**src/rtl/scl_gen_pkg.sv**
```systemverilog
// Shared types and mode-bit positions for the dual-mode SCL generator.
// Assumes: the mode register bit positions below are fixed by software.
package scl_gen_pkg;
    typedef enum logic [1:0] {
        ST_IDLE  = 2'd0,
        ST_SETUP = 2'd1,
        ST_LOW   = 2'd2,
        ST_HIGH  = 2'd3
    } scl_state_e;

    localparam int MODE_FMP_BIT  = 7;  // fast-mode-plus select
    localparam int MODE_NOPS_BIT = 2;  // prescaler off (always implied by FMP)
    localparam int MODE_SEP_BIT  = 1;  // separate HIGH count
    localparam int MODE_MASK_BIT = 0;  // SDA mask window enable
endpackage

```
**src/rtl/scl_prescaler.sv**
```systemverilog
// Divides the advance condition by (div+1) into a tick.
// Assumes: div is stable between clears; clr restarts the count.
module scl_prescaler #(
    parameter int DIV_W = 3
) (
    input  logic             clk,
    input  logic             rst_n,
    input  logic             clr,
    input  logic             adv,
    input  logic [DIV_W-1:0] div,
    output logic             tick
);
    logic [DIV_W-1:0] pcnt;

    assign tick = adv && (pcnt == div);

    // Count advance cycles, wrapping on each tick.
    always_ff @(posedge clk) begin
        if (!rst_n || clr) pcnt <= '0;
        else if (adv)      pcnt <= tick ? '0 : pcnt + 1'b1;
    end

    AST_TICK_GAP: assert property (@(posedge clk) disable iff (!rst_n)
        (tick && !clr && div != '0) |=> !tick);
endmodule

```
**src/rtl/scl_phase_timer.sv**
```systemverilog
// Counts ticks within one SCL phase and flags the final tick.
// Assumes: len >= 1 and only changes together with clr.
module scl_phase_timer #(
    parameter int CNT_W = 10
) (
    input  logic             clk,
    input  logic             rst_n,
    input  logic             clr,
    input  logic             tick,
    input  logic [CNT_W-1:0] len,
    output logic             done,
    output logic [CNT_W-1:0] elapsed
);
    assign done = tick && (elapsed == len - CNT_W'(1));

    // Tick counter, restarted at every phase change.
    always_ff @(posedge clk) begin
        if (!rst_n || clr) elapsed <= '0;
        else if (tick)     elapsed <= elapsed + 1'b1;
    end

    AST_NO_OVERRUN: assert property (@(posedge clk) disable iff (!rst_n)
        elapsed < len);
endmodule

```
**src/rtl/scl_setup_timer.sv**
```systemverilog
// Times the first-bit setup window while run is held.
// Assumes: run drops for at least one cycle between windows.
module scl_setup_timer #(
    parameter int SETUP_CYC = 17
) (
    input  logic clk,
    input  logic rst_n,
    input  logic run,
    output logic done
);
    localparam int SW = $clog2(SETUP_CYC + 1);
    logic [SW-1:0] scnt;

    assign done = run && (scnt == SW'(SETUP_CYC - 1));

    // Count cycles spent in the setup window.
    always_ff @(posedge clk) begin
        if (!rst_n || !run) scnt <= '0;
        else                scnt <= scnt + 1'b1;
    end
endmodule

```
**src/rtl/scl_dual_gen.sv**
```systemverilog
// Dual-mode SCL generator: setup window, then alternating LOW/HIGH phases.
// Standard scheme uses a prescaled 20+8G period; fast-mode-plus uses
// per-phase counts. Timing inputs are latched at each LOW-phase start.
// Assumes: scl_in is already synchronised to clk.
module scl_dual_gen
    import scl_gen_pkg::*;
#(
    parameter int CDF_W     = 3,
    parameter int SCGD_W    = 6,
    parameter int TIME_W    = 8,
    parameter int SETUP_CYC = 17
) (
    input  logic                      clk,
    input  logic                      rst_n,
    input  logic                      en,
    input  logic [SCGD_W+CDF_W-1:0]   div_cfg,
    input  logic [7:0]                mode_cfg,
    input  logic [TIME_W-1:0]         low_cnt,
    input  logic [TIME_W-1:0]         high_cnt,
    input  logic [TIME_W-1:0]         mask_cnt,
    input  logic                      scl_in,
    output logic                      scl_pull,
    output logic                      phase_stb,
    output logic                      first_stb,
    output logic                      sda_hold
);
    localparam int NRM_W = SCGD_W + 3;
    localparam int FMP_W = TIME_W + 2;
    localparam int CNT_W = (NRM_W > FMP_W) ? NRM_W : FMP_W;

    scl_state_e state, nxt;
    logic fresh, from_setup;
    logic sh_fmp, sh_sep, sh_mask;
    logic [CDF_W-1:0]  sh_cdf;
    logic [SCGD_W-1:0] sh_scgd;
    logic [TIME_W-1:0] sh_scld, sh_schd, sh_smd;

    logic clr, adv, tick, ph_done, setup_done;
    logic [CDF_W-1:0] div_eff;
    logic [CNT_W-1:0] low_len, high_len, cur_len, elapsed;

    // Phase lengths derived from the latched configuration.
    always_comb begin
        if (sh_fmp) begin
            low_len  = CNT_W'(sh_scld) + CNT_W'(sh_smd) + CNT_W'(4);
            high_len = CNT_W'(sh_sep ? sh_schd : sh_scld) + CNT_W'(sh_smd) + CNT_W'(4);
            div_eff  = '0;
        end else begin
            low_len  = CNT_W'(10) + (CNT_W'(sh_scgd) << 2);
            high_len = low_len;
            div_eff  = sh_cdf;
        end
        cur_len = (state == ST_HIGH) ? high_len : low_len;
    end

    // Next-state selection.
    always_comb begin
        nxt = state;
        if (!en) nxt = ST_IDLE;
        else begin
            case (state)
                ST_IDLE:  nxt = ST_SETUP;
                ST_SETUP: if (setup_done) nxt = ST_LOW;
                ST_LOW:   if (ph_done)    nxt = ST_HIGH;
                ST_HIGH:  if (ph_done)    nxt = ST_LOW;
                default:  nxt = ST_IDLE;
            endcase
        end
    end

    assign clr = (nxt != state);
    assign adv = (state == ST_LOW) || ((state == ST_HIGH) && scl_in);

    // State, strobe flags and configuration shadow.
    always_ff @(posedge clk) begin
        if (!rst_n) begin
            state      <= ST_IDLE;
            fresh      <= 1'b0;
            from_setup <= 1'b0;
            sh_fmp     <= 1'b0;
            sh_sep     <= 1'b0;
            sh_mask    <= 1'b0;
            sh_cdf     <= '0;
            sh_scgd    <= '0;
            sh_scld    <= '0;
            sh_schd    <= '0;
            sh_smd     <= '0;
        end else begin
            state      <= nxt;
            fresh      <= clr && (nxt == ST_LOW || nxt == ST_HIGH);
            from_setup <= (state == ST_SETUP) && (nxt == ST_LOW);
            if (nxt == ST_LOW && state != ST_LOW) begin
                sh_fmp  <= mode_cfg[MODE_FMP_BIT];
                sh_sep  <= mode_cfg[MODE_SEP_BIT];
                sh_mask <= mode_cfg[MODE_MASK_BIT];
                sh_cdf  <= div_cfg[CDF_W-1:0];
                sh_scgd <= div_cfg[SCGD_W+CDF_W-1:CDF_W];
                sh_scld <= low_cnt;
                sh_schd <= high_cnt;
                sh_smd  <= mask_cnt;
            end
        end
    end

    scl_prescaler #(.DIV_W(CDF_W)) u_pre (
        .clk(clk), .rst_n(rst_n), .clr(clr), .adv(adv), .div(div_eff), .tick(tick)
    );

    scl_phase_timer #(.CNT_W(CNT_W)) u_phase (
        .clk(clk), .rst_n(rst_n), .clr(clr), .tick(tick), .len(cur_len),
        .done(ph_done), .elapsed(elapsed)
    );

    scl_setup_timer #(.SETUP_CYC(SETUP_CYC)) u_setup (
        .clk(clk), .rst_n(rst_n), .run(state == ST_SETUP), .done(setup_done)
    );

    assign scl_pull  = (state == ST_LOW);
    assign phase_stb = fresh;
    assign first_stb = from_setup;
    assign sda_hold  = (state == ST_LOW) && sh_fmp && sh_mask && (elapsed < CNT_W'(sh_smd));

    AST_OFF_RELEASE: assert property (@(posedge clk) disable iff (!rst_n)
        !en |=> (!scl_pull && !phase_stb && !first_stb && !sda_hold));
    AST_FIRST_IS_LOW: assert property (@(posedge clk) disable iff (!rst_n)
        first_stb |-> (scl_pull && phase_stb));
    AST_HOLD_IN_LOW: assert property (@(posedge clk) disable iff (!rst_n)
        sda_hold |-> scl_pull);
    AST_STRETCH_WAIT: assert property (@(posedge clk) disable iff (!rst_n)
        (state == ST_HIGH && !scl_in && en) |=> (state == ST_HIGH));
    AST_CFG_HELD: assert property (@(posedge clk) disable iff (!rst_n)
        (state == ST_HIGH || (state == ST_LOW && !phase_stb)) |->
        ($stable(sh_fmp) && $stable(sh_scgd) && $stable(sh_cdf) && $stable(sh_scld)
         && $stable(sh_schd) && $stable(sh_smd)));
endmodule

```
**config.mk**
```make
export PLATFORM = sky130hd
export DESIGN_NAME = scl_dual_gen
export DESIGN_NICKNAME = d
export VERILOG_FILES = /design/src/rtl/scl_gen_pkg.sv /design/src/rtl/scl_prescaler.sv /design/src/rtl/scl_phase_timer.sv /design/src/rtl/scl_setup_timer.sv /design/src/rtl/scl_dual_gen.sv
export SDC_FILE = /design/constraint.sdc
export NUM_CORES = 1
export LEC_CHECK = 0
export BUFFER_PORTS_ARGS = -buffer_cell sky130_fd_sc_hd__buf_2
export CAP_MARGIN = 20
export CORE_MARGIN = 2
export CORE_UTILIZATION = 40
export DETAILED_ROUTE_END_ITERATION = 7
export PLACE_DENSITY = 0.68
export SLEW_MARGIN = 30
export SYNTH_ARGS = -nofsm -noshare
export SYNTH_HDL_FRONTEND = slang
export SYNTH_SLANG_ARGS = --single-unit
export TNS_END_PERCENT = 100
```
**constraint.sdc**
```tcl
create_clock -name clk -period 4.8 [get_ports clk]
set_clock_uncertainty 0.2 [all_clocks]
set_input_delay 0.24 -clock clk [delete_from_list [all_inputs] [get_ports clk]]
set_output_delay 0.24 -clock clk [all_outputs]
set_load 0.03 [all_outputs]
```
==> reports/qor.yml, run 1 <==
status: "complete, no violations"
grt_setup_unrepaired: "false"
ir_worst_vdd_mv: 0.178
power.leakage_uw: 0.00222
avgSynthCellArea_um2: 8.01
p_sw_uw: 258
io_buffers: 43
finalSetupViolCount: 0
multi_input_area_um2: 3360
dieArea_um2: 13000
antenna_cells: 0
pin_count: 49
cts.sinks: 58
hold_class: "in -> reg"
via_per_inst: 5.90
yosysTopAreaCell: "dfxtp_1"
cts_buffers: 9
synthCells: 602
syn-num-nets: 692
drc: 0
crit_type: "reg -> reg"
tns_ns: 0
startpoint: "sh_sep"
synth-edff-count: 0
combPwrFrac_pct: 4.2
crit_arrival_ns: 4.60
grt_max_degree: 124
gp_congestion: 0.892
yosys_warnings: 0
worstHoldStart: "en"
cts_tree: "yes"
core_area_um2: 11900
syn_area_um2: 4820
synth.distinct_cells: 68
numPlacedInstances: 760
finalHoldViolations: 0
grt_pass1_wl_um: 19800
r2r-start: "sh_sep"
nFillCells: 1152
async_reset_ff_share_pct: 0
sw_frac_of_total_pct: 21.0
initial_core_util_pct: 40.5
grt_pass1_vias: 4219
drive_gt1_share_pct: 15.2
slew_headroom_pct: 50.5
drtIter0Drc: 189
synth_seq_area_share_pct: 24.1
cap_violations: 0
hpwl_um: 8710
tightest_slew_ns: 0.741
ys_ff_latch: 58
fin_crit_sh_pct: 94.8
p_clk_share_pct: 56.3
synth_top_area_share_pct: 24.1
cp_max_fo: 14
wirelength_um: 12100
cts_hold_buffers: 0
clk_path_buf_depth: 2
seqCellArea_um2: 1160
clk_pin_slew_ns: 0.05
crit_path_start_kind: "register"
syn2layout_area_growth_pct: 13.0
synthTopCellsByArea: "dfxtp_1, ha_1, a32oi_1, o211ai_1, and3_1"
p_seq_share_pct: 39.5
overflow: 0
wl_per_cell_um: 15.5
slew_viol_final: 0
die_h_um: 114
internal_power_uw: 968
ant_nets: 0
stdcell_count: 777
clk_latency_ns: 0.33
dr.pass1.iters: 4
crit_required_ns: 4.85
fin_nets: 715
htree_levels: 3
via_count: 4582
endpoint_kind: "register"
finalWorstPathRequiredPeriod_ns: 4.55
gr-usage-all-layers_pct: 19.0
max_freq_mhz: 220
die_w_um: 114
power.density_nw_per_um2: 225
synth-main-ff-cell: "dfxtp_1"
root_buffer: "clkbuf_16"
antenna_found_initial: 0
row_count: 40
registers in the layout (all words and copies together), names as in the netlist:
name,cells
u_setup.scnt,5
sh_smd,8
u_pre.pcnt,3
sh_sep,1
u_phase.elapsed,10
sh_schd,8
sh_mask,1
sh_scld,8
first_stb,1
phase_stb,1
sh_fmp,1
sh_scgd,6
state,2
sh_cdf,3
layer usage:
| metal | vias to the layer above | part of all wire [%] | global-route usage [%] |
|---|---|---|---|
| met5 | - | 0 | 0 |
| met4 | 0 | 2.2 | 7.97 |
| met3 | 16 | 3.8 | 2.34 |
| met2 | 111 | 49 | 32.7 |
| met1 | 2163 | 45 | 24.1 |
| li1 | 2292 | - | - |
per-stage QoR:
step | hold WS (ns) | area, um^2 | util [%] | setup WS [ns] | power [uW]
2_1_floorplan | 0.221 | 4820 | - | 0.391 | 524
3_3_place_gp | 0.242 | 5110 | 42.9 | 0.221 | 544
3_5_place_dp | 0.256 | 5110 | 42.9 | 0.140 | 545
4_1_cts | 0.0517 | 5430 | 45.6 | 0.0925 | 1240
5_1_grt | 0.0719 | 5450 | 45.8 | 0.0306 | 1270
6_report | 0.0585 | 5450 | 45.8 | 0.249 | 1230
cell type report:
class / instances / share of cell area, %
Clock buffer: 11 / 4.45
Clock inverter: 5 / 1.42
Inverter: 28 / 1.93
Multi-Input combinational cell: 473 / 61.6
Sequential cell: 58 / 21.3
Tap cell: 147 / 3.37
Timing Repair Buffer: 55 / 5.92
cells in the mapped netlist (2+ instances only):
cell type / instances
nor2b_1: 7
a21oi_1: 17
nand3_1: 50
buf_2: 3
and3_1: 42
inv_1: 27
nor2_1: 34
a32oi_1: 36
fa_1: 2
nor3_1: 3
a31oi_1: 2
buf_4: 8
and2_1: 5
o21ai_0: 8
nor4_1: 4
a211oi_2: 3
nand4_1: 5
o211ai_1: 40
nand2_1: 63
a211o_1: 3
nand3b_1: 2
or3_1: 3
nor3b_1: 2
ha_1: 43
o21ai_1: 3
mux2i_1: 3
nor3_2: 2
or4_1: 2
and4_1: 3
or2_1: 2
xor2_1: 14
o22ai_1: 2
nor4bb_1: 2
o21a_1: 3
a211oi_1: 3
clkbuf_1: 29
mux2_2: 8
xnor2_1: 19
dfxtp_1: 58
or2_2: 2
nand2b_1: 7
buf_6: 2
layout by cell type, fill, tap and decap left out, types with 10 or more instances in the layout:
| cell | instances |
|---|---|
| nand2_1 | 63 |
| dfxtp_1 | 57 |
| nand3_1 | 50 |
| ha_1 | 43 |
| and3_1 | 42 |
| buf_2 | 42 |
| o211ai_1 | 40 |
| a32oi_1 | 36 |
| nor2_1 | 33 |
| inv_1 | 27 |
| xnor2_1 | 19 |
| a21oi_1 | 17 |
| xor2_1 | 14 |
| buf_4 | 10 |
kinds of logic after synthesis:
group / Yosys count / synth area share, %
compound gates: 138 / 22.1
xor+xnor: 33 / 5.99
fa+ha+maj: 45 / 12.0
buf+inv: 71 / 6.54
flops: 58 / 24.1
mux: 12 / 2.80
simple gates: 245 / 26.5
final timing paths:
| kind | to | slack (ns) | cells past startpoint |
|---|---|---|---|
| max | u_pre.pcnt[1] | 0.25 | 16 |
| min | state[0] | 0.06 | 3 |
| max reg2reg | u_pre.pcnt[1] | 0.25 | 16 |
| min reg2reg | u_setup.scnt[0] | 0.26 | 1 |
power groups by stage:
stage / clock network (uW) / registers [uW] / logic, uW
after floorplan: 0 / 494 / 29.9
after global placement: 0 / 494 / 49.4
after detailed placement: 0 / 494 / 50.5
after CTS: 701 / 484 / 50.7
after global routing: 726 / 484 / 57.0
final: 690 / 485 / 51.0
timing repair:
action / in CTS / in global routing
buffers inserted: 0 / 1
resized for setup: 0 / 4
setup endpoints to repair: 0 / 36
worst max-delay path, cell delays in order (launching register included):
cell,delay (ns)
dfxtp_2,0.40
mux2_2,0.36
ha_1,0.28
ha_1,0.24
fa_1,0.45
a211o_1,0.30
and3_1,0.19
o32a_1,0.28
o21ai_1,0.15
and3b_1,0.26
and4_1,0.21
a211oi_1,0.37
nor3_4,0.04
buf_4,0.17
o22a_1,0.17
buf_4,0.18
nor3b_1,0.18
Note: power is estimated with default switching activity, not from simulation.
==> run 2: changes to the inputs <==
ABC_AREA = 1   (was not set)
BUFFER_PORTS_ARGS = -buffer_cell sky130_fd_sc_hd__clkbuf_2   (was -buffer_cell sky130_fd_sc_hd__buf_2)
==> reports/qor.yml, run 2 <==
status: "complete, no violations"
regMostFlops: "u_phase.elapsed"
power.density_nw_per_um2: 214  # -5.0%
clk_path_buf_depth: 2  # unchanged
async_reset_ff_share_pct: 0  # unchanged
wirelength_um: 11400  # -5.4%
cts.sinks: 58  # unchanged
grt_setup_unrepaired: "false"
ir_worst_vdd_mv: 0.215  # +21%
reg2reg_slack_ns: 0.56  # +0.31 ns
grt_max_degree: 40  # -68%
nFillCells: 1333  # +16%
drtIter0Drc: 196  # +3.7%
synthCells: 848  # +41%
wl_per_cell_um: 10.8  # -30%
synth_seq_area_share_pct: 22.7  # -1.3 points
fin_ws_ns: 0.561  # +0.312 ns
finalWorstPathRequiredPeriod_ns: 4.24  # -0.312 ns
slew_headroom_pct: 50.6  # +0.072 points
cts_hold_buffers: 0  # unchanged
synth-edff-count: 0  # unchanged
layout_commonest_cell: "nand2_1"
clk_pin_slew_ns: 0.05  # about the same
timing.rr.end: "sh_scld[1]"
die_h_um: 117  # +2.8%
tightest_slew_ns: 0.741  # -0.0000631 ns
core_area_um2: 12600  # +5.5%
fin_nets: 971  # +36%
pin_count: 49  # unchanged
ant_nets: 0  # unchanged
clk_latency_ns: 0.33  # about the same
crit_path_start_kind: "register"
ff2ff_path_depth: 24  # +8
ys_ff_latch: 58  # unchanged
via_per_inst: 4.63  # -21%
finalSetupViolCount: 0  # unchanged
syn2layout_area_growth_pct: 12.2
yosys_warnings: 0  # unchanged
slew_viol_final: 0  # unchanged
seqCellArea_um2: 1160  # -0.11%
initial_core_util_pct: 40.6  # +0.15 points
largest_register_ffs: 10  # unchanged
io_buffers: 43  # unchanged
crit_required_ns: 4.86  # about the same
cap_violations: 0  # unchanged
syn_area_um2: 5110  # +5.9%
overflow: 0  # unchanged
power.leakage_uw: 0.00302  # +36%
grt_pass1_wl_um: 20600  # +3.8%
antenna_found_initial: 0  # unchanged
synth_top_area_share_pct: 22.7  # -1.3 points
row_count: 41  # +2.5%
tns_ns: 0  # unchanged
r2r-start: "sh_sep"
synth-main-ff-cell: "dfxtp_1"
cts_buffers: 9  # unchanged
gr-usage-all-layers_pct: 18.9  # -0.16 points
dr.pass1.iters: 5  # +1
crit_type: "reg -> reg"
worstHoldStart: "en"
final_cell_mix: "nand2_1, inv_1, nand3_1"
synth.distinct_cells: 38  # -44%
cp_max_fo: 36  # +22
synth_most_common_cell: "nand2_1"
htree_levels: 3  # unchanged
endpoint_kind: "register"
synthTopCellsByArea: "dfxtp_1, nand2_1, inv_1, ha_1, nand3_1"
hold_class: "in -> reg"
antenna_cells: 0  # unchanged
finalHoldViolations: 0  # unchanged
root_buffer: "clkbuf_16"
yosysTopAreaCell: "dfxtp_1"
cts_tree: "yes"
hpwl_um: 8910  # +2.4%
via_count: 4898  # +6.9%
crit_arrival_ns: 4.30  # -0.30 ns
max_freq_mhz: 236  # +7.4%
grt_pass1_vias: 4714  # +12%
die_w_um: 117  # +2.8%
startpoint: "sh_sep"
ys_top_cells_by_count: "nand2_1, inv_1, nand3_1, nor2_1, dfxtp_1"
pre_cts_ws_ns: 0.575  # +0.435 ns
gp_congestion: 0.894  # +0.30%
drc: 0  # unchanged
avgSynthCellArea_um2: 6.02  # -25%
dieArea_um2: 13700  # +5.7%
drive_gt1_share_pct: 12.1  # -3.2 points
fin_crit_sh_pct: 88.3  # -6.5 points
syn-num-nets: 938  # +36%
multi_input_area_um2: 3080  # -8.4%
crit_end: "sh_scld[1]"
==> run 2: how the worst min path moves through the flow <==
stage                                     to  slack (ns)  depth (start not counted)
after floorplan           u_phase.elapsed[9]        0.22                          2
after global placement       u_setup.scnt[0]        0.25                          1
after detailed placement     u_setup.scnt[0]        0.26                          1
after CTS                           state[1]       0.009                          3
after global routing              sh_scgd[3]        0.04                          5
final                               state[1]        0.02                          3
==> run 2: what timing repair did <==
action                                  CTS  global route
resized for setup                         0             1
endpoints found under the setup margin    0             1
buffers inserted                          0             0
==> run 2: area by class of cell <==
class                           instances  share of cell area, %
Tap cell                              172                   3.75
Clock inverter                          5                   1.35
Sequential cell                        58                   20.2
Multi-Input combinational cell        575                   53.6
Clock buffer                           11                   4.23
Inverter                              189                   12.4
Timing Repair Buffer                   48                   4.41
==> run 2: cell families after synthesis <==
family	synth area share (%)
buffers and inverters	17.1
AO/OA/AOI/OAI	3.94
adder cells (fa/ha/maj)	11.3
AND/OR/NAND/NOR	42.0
XOR/XNOR	2.74
multiplexers	0.196
flip-flops	22.7
==> run 2: per-layer routing <==
layer	GRT usage (%)	vias up	part of all wire, %
met1	24.4	2137	50
li1	-	2685	-
met2	31.9	63	45
met5	0	-	0
met4	6.51	0	1.7
met3	3.04	13	3.3
==> run 2: where the power goes <==
part / switching [uW] / total [uW] / internal, uW
combinational: 28.8 / 49.3 / 20.5
clock: 225 / 692 / 466
sequential: 1.00 / 484 / 483
total: 255 / 1220 / 970
==> run 2: worst max-delay path, cell delays in order (launching register included) <==
cell,delay (ns)
dfxtp_1,0.42
buf_4,0.21
o21ai_0,0.10
ha_1,0.28
inv_1,0.06
fa_1,0.51
inv_1,0.11
nand2_1,0.05
nand3_1,0.09
nand3_1,0.11
a21oi_2,0.20
nand3_1,0.09
nor2_1,0.14
nand3_1,0.11
nor2_1,0.14
nor2_1,0.06
nor2_1,0.18
nand3_1,0.13
nand2_1,0.09
nand3_2,0.08
nand2_4,0.09
nand3_4,0.35
nand2_1,0.19
inv_1,0.05
nor2_1,0.10
==> run 2: per-stage QoR <==
stage,util (%),total power (uW),hold slack (ns),cell area [um^2],instances
final,45.6,1220,0.0198,5730,1058
after global routing,45.6,1270,0.0392,5730,1058
after CTS,45.6,1240,0.00868,5730,1058
after detailed placement,43.1,544,0.255,5410,1042
after global placement,43.1,543,0.246,5410,1042
after floorplan,-,526,0.224,5110,848
==> run 3: changes to the inputs <==
CTS_BUF_LIST = sky130_fd_sc_hd__clkbuf_8   (was not set)
CTS_CLUSTER_DIAMETER = 120   (was not set)
SKIP_LAST_GASP = 1   (was not set)
==> reports/qor.yml, run 3 (synthesis gave the netlist of run 2 again) <==
antenna_found_initial: 0  # unchanged
dr.pass1.iters: 4  # -1
initial_core_util_pct: 40.6  # unchanged
final_cell_mix: "nand2_1, inv_1, nand3_1"
hold_class: "in -> reg"
path_delay_family: "simple AND/OR/NAND/NOR gates"
cp_max_fo: 38  # +5.6%
grt_max_degree: 40  # unchanged
path_buf_inv: 4  # unchanged
slew_headroom_pct: 49.0  # -1.6 points
timing.rr.end: "sh_smd[6]"
layout_commonest_cell: "nand2_1"
ant_nets: 0  # unchanged
cts.sinks: 58  # unchanged
crit_required_ns: 4.85  # about the same
fin_crit_sh_pct: 87.9  # -0.46 points
largest_register_ffs: 10  # unchanged
drtIter0Drc: 252  # +29%
core_area_um2: 12600  # unchanged
pin_count: 49  # unchanged
root_buffer: "clkbuf_8"
crit_end: "sh_smd[6]"
dieArea_um2: 13700  # unchanged
post_cts_resized: 0  # unchanged
clk_path_buf_depth: 2  # unchanged
htree_levels: 3  # unchanged
ir_worst_vdd_mv: 0.143  # -33%
regMostFlops: "u_phase.elapsed"
die_w_um: 117  # unchanged
slew_viol_final: 0  # unchanged
critical_path_depth: 24  # unchanged
cts_hold_buffers: 23  # +23
r2r-start: "sh_sep"
reg2reg_slack_ns: 0.58  # +0.02 ns
gr-usage-all-layers_pct: 19.2  # +0.33 points
fin_util_pct: 46.6  # +1.0 points
power.leakage_uw: 0.00307  # +1.8%
nFillCells: 1314  # -1.4%
grt_pass1_vias: 4837  # +2.6%
startpoint: "sh_sep"
overflow: 0  # unchanged
syn2layout_area_growth_pct: 14.7
max_freq_mhz: 237  # +0.53%
tightest_slew_ns: 0.764  # +0.0234 ns
io_buffers: 43  # unchanged
ff2ff_path_depth: 24  # unchanged
wl_per_cell_um: 10.8  # -0.15%
finalWorstPathRequiredPeriod_ns: 4.22  # -0.0222 ns
via_per_inst: 4.64  # +0.29%
cts_buffers: 9  # unchanged
crit_arrival_ns: 4.26  # -0.04 ns
cap_violations: 0  # unchanged
antenna_cells: 0  # unchanged
endpoint_kind: "register"
hpwl_um: 8910  # unchanged
finalSetupViolCount: 0  # unchanged
drc: 0  # unchanged
finalHoldViolations: 0  # unchanged
wirelength_um: 11600  # +2.0%
clk_pin_slew_ns: 0.07  # +0.02 ns
crit_type: "reg -> reg"
power.density_nw_per_um2: 180  # -16%
die_h_um: 117  # unchanged
row_count: 41  # unchanged
path_cells: "buf_4 -> o21ai_0 -> ha_1 -> inv_1 -> fa_1 -> inv_1 -> nand2_1 -> nand3_1 -> nand3_1 -> a21oi_2 -> nand3_1 -> nor2_1 -> nand3_1 -> nor2_1 -> nor2_1 -> nor2_1 -> nand3_1 -> nand2_1 -> nand3_2 -> nand2_4 -> buf_4 -> nand4_1 -> nand2_1 -> nor2_1"
post-cts-setup-buffers: 0  # unchanged
slowest_delay_ns: 0.51  # about the same
cp_slowest_cell: "fa_1"
via_count: 5019  # +2.5%
cts_tree: "yes"
crit_path_start_kind: "register"
grt_setup_unrepaired: "false"
grt_pass1_wl_um: 20900  # +1.8%
tns_ns: 0  # unchanged
gp_congestion: 0.894  # unchanged
clk_latency_ns: 0.35  # +0.02 ns
whs_ns: 0.0218  # +0.00205 ns
drive_gt1_share_pct: 11.7  # -0.42 points
fin_nets: 994  # +2.4%
status: "complete, no violations"
run 3: area by class of cell:
class                      instances  area [um^2]  area share, %
multi-input combinational        575         3070           52.4
sequential                        58         1160           19.8
inverter                         189          709           12.1
timing repair buffer              71          483           8.24
tap                              172          215           3.67
clock buffer                      10          138           2.35
clock inverter                     6         81.3           1.39
run 3: report_power, final:
group / internal [uW] / switching, uW
registers: 482 / 0.979
clock network: 302 / 204
logic: 32.7 / 32.5
run 3: through the flow:
stage,cells,total power [uW],instance area [um^2],setup WS [ns]
finish,1081,1050,5860,0.583
floorplan,848,526,5110,1.06
detailed placement,1042,544,5410,0.575
global placement,1042,543,5410,0.664
global route,1081,1100,5860,0.00147
CTS,1081,1070,5860,0.539
run 3: worst min-delay path by stage:
stage / startpoint / to / depth (start not counted)
2_1_floorplan: rst_n / u_phase.elapsed[9] / 2
3_5_place_dp: u_setup.scnt[0] / u_setup.scnt[0] / 1
4_1_cts: high_cnt[0] / sh_schd[0] / 5
3_3_place_gp: u_setup.scnt[0] / u_setup.scnt[0] / 1
6_report: low_cnt[3] / sh_scld[3] / 5
5_1_grt: low_cnt[0] / sh_scld[0] / 5
run 3: worst register-to-register path, cell delays in order, from the launching register on:
cell	delay, ns
dfxtp_1	0.41
buf_4	0.21
o21ai_0	0.11
ha_1	0.28
inv_1	0.07
fa_1	0.51
inv_1	0.11
nand2_1	0.05
nand3_1	0.09
nand3_1	0.11
a21oi_2	0.20
nand3_1	0.09
nor2_1	0.14
nand3_1	0.11
nor2_1	0.14
nor2_1	0.06
nor2_1	0.18
nand3_1	0.12
nand2_1	0.09
nand3_2	0.08
nand2_4	0.09
buf_4	0.34
nand4_1	0.16
nand2_1	0.12
nor2_1	0.05
run 3: layer usage:
layer  global-route usage, %  vias to the layer above  part of all wire (%)
li1                        -                     2726                     -
met1                    24.5                     2203                    49
met2                    32.9                       78                    46
met3                    3.66                       12                   3.3
met4                    5.73                        0                   1.8
met5                       0                        -                     0
